File: config.mk
export PLATFORM = sky130hd
export DESIGN_NAME = irq_flag_reg
export DESIGN_NICKNAME = d
export VERILOG_FILES = /design/src/rtl/irq_flag_reg.sv
export SDC_FILE = /design/constraint.sdc
export NUM_CORES = 1
export LEC_CHECK = 0
export BUFFER_PORTS_ARGS = -buffer_cell sky130_fd_sc_hd__buf_2
export CORE_ASPECT_RATIO = 1.25
export CORE_MARGIN = 2
export CORE_UTILIZATION = 35
export DETAILED_ROUTE_END_ITERATION = 7
export GPL_TIMING_DRIVEN = 0
export PLACE_DENSITY = 0.75
export SLEW_MARGIN = 30
export SYNTH_ARGS = -nofsm -noshare
export SYNTH_HDL_FRONTEND = slang
export SYNTH_SLANG_ARGS = --single-unit
export TNS_END_PERCENT = 100
File: constraint.sdc
create_clock -name clk -period 2.65 [get_ports clk]
set_input_delay 0.1325 -clock clk [delete_from_list [all_inputs] [get_ports clk]]
set_output_delay 0.1325 -clock clk [all_outputs]
set_load 0.05 [all_outputs]
File: src/rtl/irq_flag_reg.sv
module irq_flag_reg #(
  parameter bit MAIN_CPU   = 1'b1,
  parameter int CNT_W      = 9,
  parameter int HALF_LIMIT = 127
) (
  input  logic             clk,
  input  logic             rst_n,
  input  logic [31:0]      evt_i,
  input  logic             ipc_send_empty_i,
  input  logic             ipc_recv_nonempty_i,
  input  logic [CNT_W-1:0] cmd_count_i,
  input  logic [1:0]       cmd_mode_i,
  input  logic             wr_en_i,
  input  logic [1:0]       wr_sel_i,
  input  logic [3:0]       wr_be_i,
  input  logic [31:0]      wr_data_i,
  output logic [31:0]      flags_o,
  output logic [31:0]      mask_o,
  output logic             master_o,
  output logic             irq_o
);

  localparam logic [1:0] SEL_FLAGS  = 2'd0;
  localparam logic [1:0] SEL_MASK   = 2'd1;
  localparam logic [1:0] SEL_MASTER = 2'd2;
  localparam logic [31:0] LIVE_MASK = MAIN_CPU ? 32'h0026_0000 : 32'h0006_0000;
  localparam logic [CNT_W-1:0] HALF = CNT_W'(HALF_LIMIT);

  logic [31:0] stored_q, mask_q, lanes, ack, live;
  logic        master_q, cmd_hit;

  assign lanes = {{8{wr_be_i[3]}}, {8{wr_be_i[2]}}, {8{wr_be_i[1]}}, {8{wr_be_i[0]}}};
  assign ack   = (wr_en_i && wr_sel_i == SEL_FLAGS) ? (wr_data_i & lanes & ~LIVE_MASK) : 32'd0;

  always_comb begin
    case (cmd_mode_i)
      2'd1:    cmd_hit = (cmd_count_i <= HALF);
      2'd2:    cmd_hit = (cmd_count_i == '0);
      default: cmd_hit = 1'b0;
    endcase
  end

  assign live = {10'd0, MAIN_CPU ? cmd_hit : 1'b0, 2'd0,
                 ipc_recv_nonempty_i, ipc_send_empty_i, 17'd0};

  always_ff @(posedge clk) begin
    if (!rst_n) begin
      stored_q <= '0;
      mask_q   <= '0;
      master_q <= 1'b0;
    end else begin
      stored_q <= (stored_q & ~ack) | (evt_i & ~LIVE_MASK);
      if (wr_en_i && wr_sel_i == SEL_MASK)
        mask_q <= (mask_q & ~lanes) | (wr_data_i & lanes);
      if (wr_en_i && wr_sel_i == SEL_MASTER && wr_be_i[0])
        master_q <= wr_data_i[0];
    end
  end

  assign flags_o  = stored_q | live;
  assign mask_o   = mask_q;
  assign master_o = master_q;
  assign irq_o    = master_q && |(flags_o & mask_q);

  a_r2_event_sets: assert property (@(posedge clk) disable iff (!rst_n)
    evt_i[0] |=> flags_o[0]);

  a_r4_set_beats_ack: assert property (@(posedge clk) disable iff (!rst_n)
    (evt_i[3] && wr_en_i && wr_sel_i == SEL_FLAGS && wr_be_i[0] && wr_data_i[3]) |=> flags_o[3]);

  a_r3_ack_clears: assert property (@(posedge clk) disable iff (!rst_n)
    (!evt_i[8] && wr_en_i && wr_sel_i == SEL_FLAGS && wr_be_i[1] && wr_data_i[8]) |=> !flags_o[8]);

  a_r3_flag_holds: assert property (@(posedge clk) disable iff (!rst_n)
    (!evt_i[0] && !(wr_en_i && wr_sel_i == SEL_FLAGS && wr_be_i[0] && wr_data_i[0])) |=> $stable(flags_o[0]));

  a_r5_send_level_seen: assert property (@(posedge clk) disable iff (!rst_n)
    ipc_send_empty_i |-> flags_o[17]);

  a_r9_master_load: assert property (@(posedge clk) disable iff (!rst_n)
    (wr_en_i && wr_sel_i == SEL_MASTER && wr_be_i[0]) |=> master_o == $past(wr_data_i[0]));

  a_r10_irq_needs_master: assert property (@(posedge clk) disable iff (!rst_n)
    irq_o |-> master_o);

  if (MAIN_CPU) begin : g_main_chk
    a_r6_empty_mode_busy: assert property (@(posedge clk) disable iff (!rst_n)
      (cmd_mode_i == 2'd2 && cmd_count_i != '0) |-> !flags_o[21]);
    a_r6_off_modes: assert property (@(posedge clk) disable iff (!rst_n)
      (cmd_mode_i == 2'd0 || cmd_mode_i == 2'd3) |-> !flags_o[21]);
  end

endmodule

==> results.py, run 1 <==
metrics = {
    "setup_path": {
        "crit_path_max_incr_delay_ns": 0.44,
        "arrival_ns": 1.93,
        "cp-start-kind": "flop",
        "endpoint_kind": "primary output",
        "worstSetupPathType": "flop to primary output",
        "path_cells": "a22o_1 -> a221oi_2 -> nand4_1 -> o41a_1 -> buf_2",
        "r2r_setup_slack_ns": 1.89,
        "critical_path_required_ns": 2.52,
        "worst_path_max_delay_cell": "o41a_1",
        "cp_max_fo": 3,
    },
    "drt": {
        "first_iter_violations": 99,
        "totalWireLength_um": 8290,
        "wl_per_cell_um": 14.9,
        "vias": 2685,
        "ant_nets": 0,
        "highest_layer": "met4",
        "wl_met2_um": 4100,
        "drt-met1-wl_um": 3560,
        "drc": 0,
        "post_drt_via_cell_ratio": 4.82,
        "route.met3.wl_um": 505,
        "first_pass_iters": 4,
    },
    "clocking": {
        "cts.path.max_buffers": 2,
        "clkLatencyLatePin_ns": 0.32,
        "cts.clk_slew.worst_paths_ns": 0.07,
        "cts_tree": "done",
        "cts_root_buf": "clkbuf_8",
        "cts_inserted_buffers": 9,
        "postCtsSetupBuffers": 0,
        "numClockSinks": 62,
        "cts_max_level": 3,
    },
    "synth": {
        "seq_area_frac_synth": 0.479,
        "synthTopCellsByArea": "dfxtp_1 48%, a21boi_1 17%, nand2_1 9.6%",
        "synth_ff_type": "dfxtp_1",
        "ys_ff_latch": 62,
        "synth_cell_types": 26,
        "netlist.top_cell.by_area": "dfxtp_1",
        "syn_inst": 281,
        "synth_edf_count": 0,
        "synth_top_area_share": 0.479,
        "synth.avg_cell_area_um2": 9.22,
        "syn_nets": 369,
        "synth_area_mm2": 0.00259,
        "yosysWarnings": 0,
        "synthArstFlopShare": 0,
    },
    "floorplan": {
        "die_area_mm2": 0.00811,
        "die_x_um": 80.9,
        "coreArea_mm2": 0.00727,
        "initial_core_util": 0.356,
        "row_count": 35,
        "die_y_um": 100,
        "ioPinCount": 152,
    },
    "final_layout": {
        "final_nets": 548,
        "layout_commonest_cell": "buf_2",
        "area_delta_synth_final_pct": 48.7,
        "layout-drive-gt1-share": 0.370,
        "antennaDiodeCount": 0,
        "most-common-layout-cells": "147 x buf_2, 66 x nand2_1, 62 x dfxtp_1",
    },
    "global_route": {
        "grt_max_degree": 11,
        "grt_pass1_vias": 2527,
        "antenna_found_initial": 0,
        "track_usage": 0.207,
        "grt_remaining_overflow": 0,
        "grt_pass1_wl_um": 12500,
    },
    "power": {
        "p_comb_frac": 0.186,
        "p_sw_w": 0.000655,
        "pwr-share-clk": 0.369,
        "p_total_w": 0.00227,
        "ir_drop_mv": 0.351,
        "swShare": 0.289,
        "p_int_w": 0.00161,
        "p_leak_nw": 1.77,
        "p_per_area_mw_per_mm2": 589,
        "pwr-share-seq": 0.445,
    },
    "placement": {
        "pre_cts_ws_ns": 0.960,
        "gp_congestion": 0.771,
        "dpl.hpwl_um": 6410,
        "port_buffers": 147,
    },
    "timing": {
        "fin_ws_ns": 0.589,
        "layout_min_cycle_time_ns": 2.06,
        "rsz0062_at_grt": "false",
        "clock-skew-final_ns": 0,
        "hold_viol_final": 0,
        "fmax_ghz": 0.485,
        "maxSlewViolCount": 0,
        "maxSlewHeadroom": 0.561,
        "finalSetupViolations": 0,
        "fin_crit_sh": 0.778,
        "fin_setup_tns_ns": 0,
        "worst_pin_slew_ns": 0.656,
    },
    "run_status": {
        "status": "complete, no violations",
    },
    "min_path": {
        "min_path_type": "primary input to flop",
    },
    "flow_run": {
        "cap_violations": 0,
    },
}
[metal layers]
metal,global-route usage,vias to the layer above
met5,0,-
met3,0.0477,12
li1,-,1347
met4,0.0756,0
met1,0.250,1230
met2,0.356,96
[area by class of cell]
| cell class | instances | area (um2) |
|---|---|---|
| clock inverters | 4 | 45.0 |
| plain buffers | 14 | 63.8 |
| fillers | 726 | 3420 |
| clock buffers | 12 | 155 |
| well taps | 92 | 115 |
| multi-input cells | 203 | 1280 |
| flip-flops and latches | 62 | 1240 |
| inverters | 2 | 7.51 |
| repair buffers | 168 | 946 |
[critical path: cells and delay by family, from the launching register on]
family                 cells  cell delay (ns)
buffers and inverters      1             0.22
flip-flops                 1             0.33
AO/OA/AOI/OAI              3             0.93
AND/OR/NAND/NOR            1             0.12
[power groups by stage]
stage | clock network, W | registers (W) | logic [W]
after detailed placement | 0 | 0.00103 | 0.000401
after floorplan | 0 | 0.00117 | 0.000112
after CTS | 0.000858 | 0.00101 | 0.000425
after global placement | 0 | 0.00103 | 0.000395
after global routing | 0.000902 | 0.00101 | 0.000451
final | 0.000837 | 0.00101 | 0.000422
[timing repair]
item,4_1_cts,5_1_grt
gates resized for setup,0,0
setup endpoints to repair,0,0
hold buffers,21,0
endpoints found under the hold margin,21,0
[cells in the mapped netlist (2+ instances only)]
cell      number
or2_1          4
nor2b_1        2
a22o_1         3
nor2_2         3
o21a_1        29
buf_4          3
a21boi_1      60
dfxtp_1       62
nand2_1       66
nand2b_1       5
ha_1           2
nor2_1         6
a22oi_1        8
clkbuf_1      11
nand4_1        3
a221oi_2       3
inv_1          2
[final timing paths]
check | startpoint | end | depth (start not counted)
max | stored_q[20]$_SDFF_PN0_ | irq_o | 5
min | evt_i[28] | stored_q[28]$_SDFF_PN0_ | 2
max reg2reg | stored_q[29]$_SDFF_PN0_ | stored_q[29]$_SDFF_PN0_ | 2
min reg2reg | flop | flop | 2
[through the flow]
stage,instances,area [um2],hold WS (ns),utilization
CTS,557,3850,0.00118,0.530
global placement,520,3440,0.341,0.473
detailed placement,520,3440,0.343,0.473
finish,557,3850,0.0151,0.530
global route,557,3850,0.00642,0.530
floorplan,281,2590,0.256,-
[cells by family after synthesis]
group,after synthesis,share of synthesized area
AOI/OAI and AO/OA,107,0.323
adders and majority gates,2,0.00966
buffers and inverters,16,0.0275
DFF,62,0.479
muxes,1,0.00386
and+or+nand+nor,93,0.157
Note: power is estimated with default switching activity, not from simulation.
==> inputs of run 2 (changes only) <==
--- a/config.mk
+++ b/config.mk
@@ -11,7 +11,7 @@
 export CORE_UTILIZATION = 35
 export DETAILED_ROUTE_END_ITERATION = 7
 export GPL_TIMING_DRIVEN = 0
-export PLACE_DENSITY = 0.75
+export PLACE_DENSITY = 0.77
 export SLEW_MARGIN = 30
 export SYNTH_ARGS = -nofsm -noshare
 export SYNTH_HDL_FRONTEND = slang
==> constraint.sdc (replaced) <==
create_clock -name clk -period 1.8 [get_ports clk]
set_input_delay 0.09 -clock clk [delete_from_list [all_inputs] [get_ports clk]]
set_output_delay 0.09 -clock clk [all_outputs]
set_load 0.05 [all_outputs]
==> run 2 against run 1 <==
Via count increased by 9.6%. Critical path type unchanged. Sequential power increased by 48%. Largest power group unchanged. Worst setup slack got worse by 0.64 ns. The flow now finishes with violations (negative setup slack). Utilization increased by 5.9 points.
==> results.py, run 2 (synthesis results as in run 1) <==
metrics = {
    "run_status": {
        "status": "complete, but fails checks",
        "violations": "negative setup slack",
    },
    "placement": {
        "placed_cells": 520,
        "dpl.hpwl_um": 6420,
        "port_buffers": 147,
        "gp_congestion": 0.820,
    },
    "global_route": {
        "antenna_found_initial": 0,
        "track_usage": 0.236,
        "grt_max_degree": 11,
        "grt_pass1_wl_um": 14200,
        "grt_remaining_overflow": 0,
        "grt_pass1_vias": 2881,
    },
    "timing": {
        "clock-skew-final_ns": 0,
        "fin_ws_ns": -0.0550,
        "worst_pin_slew_ns": 0.692,
        "fin_setup_tns_ns": -0.0550,
        "hold_viol_final": 0,
        "rsz0062_at_grt": "true",
        "fin_crit_sh": 1.03,
        "fmax_ghz": 0.539,
        "finalSetupViolations": 1,
        "holdWs_ns": 0.0128,
        "layout_min_cycle_time_ns": 1.85,
        "maxSlewHeadroom": 0.537,
        "maxSlewViolCount": 0,
    },
    "clocking": {
        "clkLatencyLatePin_ns": 0.34,
        "cts_root_buf": "clkbuf_8",
        "cts.clk_slew.worst_paths_ns": 0.07,
        "cts_inserted_buffers": 9,
        "cts_max_level": 3,
        "cts_tree": "done",
        "numClockSinks": 62,
        "cts.path.max_buffers": 2,
    },
    "drt": {
        "drt-met1-wl_um": 3640,
        "highest_layer": "met4",
        "drc": 0,
        "route.met3.wl_um": 726,
        "post_drt_via_cell_ratio": 4.92,
        "wl_met2_um": 4890,
        "wl_per_cell_um": 15.8,
        "totalWireLength_um": 9450,
        "first_iter_violations": 122,
        "vias": 2944,
        "ant_nets": 0,
        "first_pass_iters": 4,
    },
    "power": {
        "p_total_w": 0.00353,
        "p_per_area_mw_per_mm2": 826,
        "p_leak_nw": 1.96,
        "ir_drop_mv": 0.516,
    },
    "setup_path": {
        "cp-start-kind": "flop",
        "arrival_ns": 1.76,
        "endpoint_kind": "primary output",
        "worstSetupPathType": "flop to primary output",
        "cp_max_fo": 2,
        "critical_path_required_ns": 1.71,
    },
    "final_layout": {
        "fin_util": 0.589,
        "stdcell_count": 598,
        "most-common-layout-cells": "146 x buf_2, 66 x nand2_1, 60 x a21boi_1",
        "fillers": 646,
        "area_delta_synth_final_pct": 65.3,
        "layout_commonest_cell": "buf_2",
        "antennaDiodeCount": 0,
        "final_nets": 589,
        "layout-drive-gt1-share": 0.352,
        "seq_area_mm2": 0.00125,
        "multi_input_area_mm2": 0.00128,
    },
    "floorplan": {
        "die_area_mm2": 0.00811,
        "coreArea_mm2": 0.00727,
        "ioPinCount": 152,
        "die_x_um": 80.9,
        "die_y_um": 100,
        "initial_core_util": 0.356,
        "row_count": 35,
    },
    "min_path": {
        "min_path_type": "primary input to flop",
    },
    "flow_run": {
        "cap_violations": 0,
    },
}
run 2: changes by cell type in the layout (fill, tap and decap cells not counted), sizes merged:
cell,before,now
bufinv,1,2
clkinv,3,2
buf,150,153
dlygate4sd3,21,59
run 2: what timing repair did:
action	4_1_cts	5_1_grt
pin swaps	5	0
buffers inserted	3	0
hold buffers	59	0
setup endpoints to repair	1	1
endpoints found under the hold margin	59	0
gates resized for setup	5	1
run 2: layout make-up:
cell class,instances,share of cell area
Sequential cell,62,0.291
Timing Repair Buffer,209,0.317
Multi-Input combinational cell,203,0.298
Buffer,14,0.0149
Tap cell,92,0.0269
Clock buffer,12,0.0339
Inverter,2,0.00175
Clock inverter,4,0.0164
run 2: where the power goes:
group	internal (W)	switching (W)	leakage (nW)
sequential	0.00144	0.0000516	0.512
combinational	0.000286	0.000412	1.33
clock	0.000814	0.000536	0.110
total	0.00254	0.000999	1.96
run 2: stage by stage:
stage,cell area [um2],setup WS (ns)
after global routing,4280,-0.152
after global placement,3440,0.136
final,4280,-0.0550
after CTS,4280,-0.0690
after detailed placement,3440,0.152
after floorplan,2590,0.0450
run 2: path summary, 6_finish.rpt:
kind / slack (ns) / to / cells after the start / startpoint
setup / recovery: -0.05 / irq_o / 5 / flop
hold / removal: 0.01 / flop / 3 / wr_data_i[4]
setup reg to reg: 1.02 / stored_q[8]$_SDFF_PN0_ / 2 / stored_q[8]$_SDFF_PN0_
hold reg to reg: 0.47 / flop / 2 / flop
run 2: worst max-delay path, stage by stage, from the launching register on:
cell and delay [ns]:
dfxtp_2 0.32, a22o_1 0.27, a221oi_2 0.20, nand4_1 0.10, o41a_1 0.35, buf_6 0.17
run 2: metal layers:
metal  track usage  vias up
li1              -     1420
met1         0.250     1371
met2         0.432      133
met3        0.0683       20
met4        0.0900        0
met5             0        -
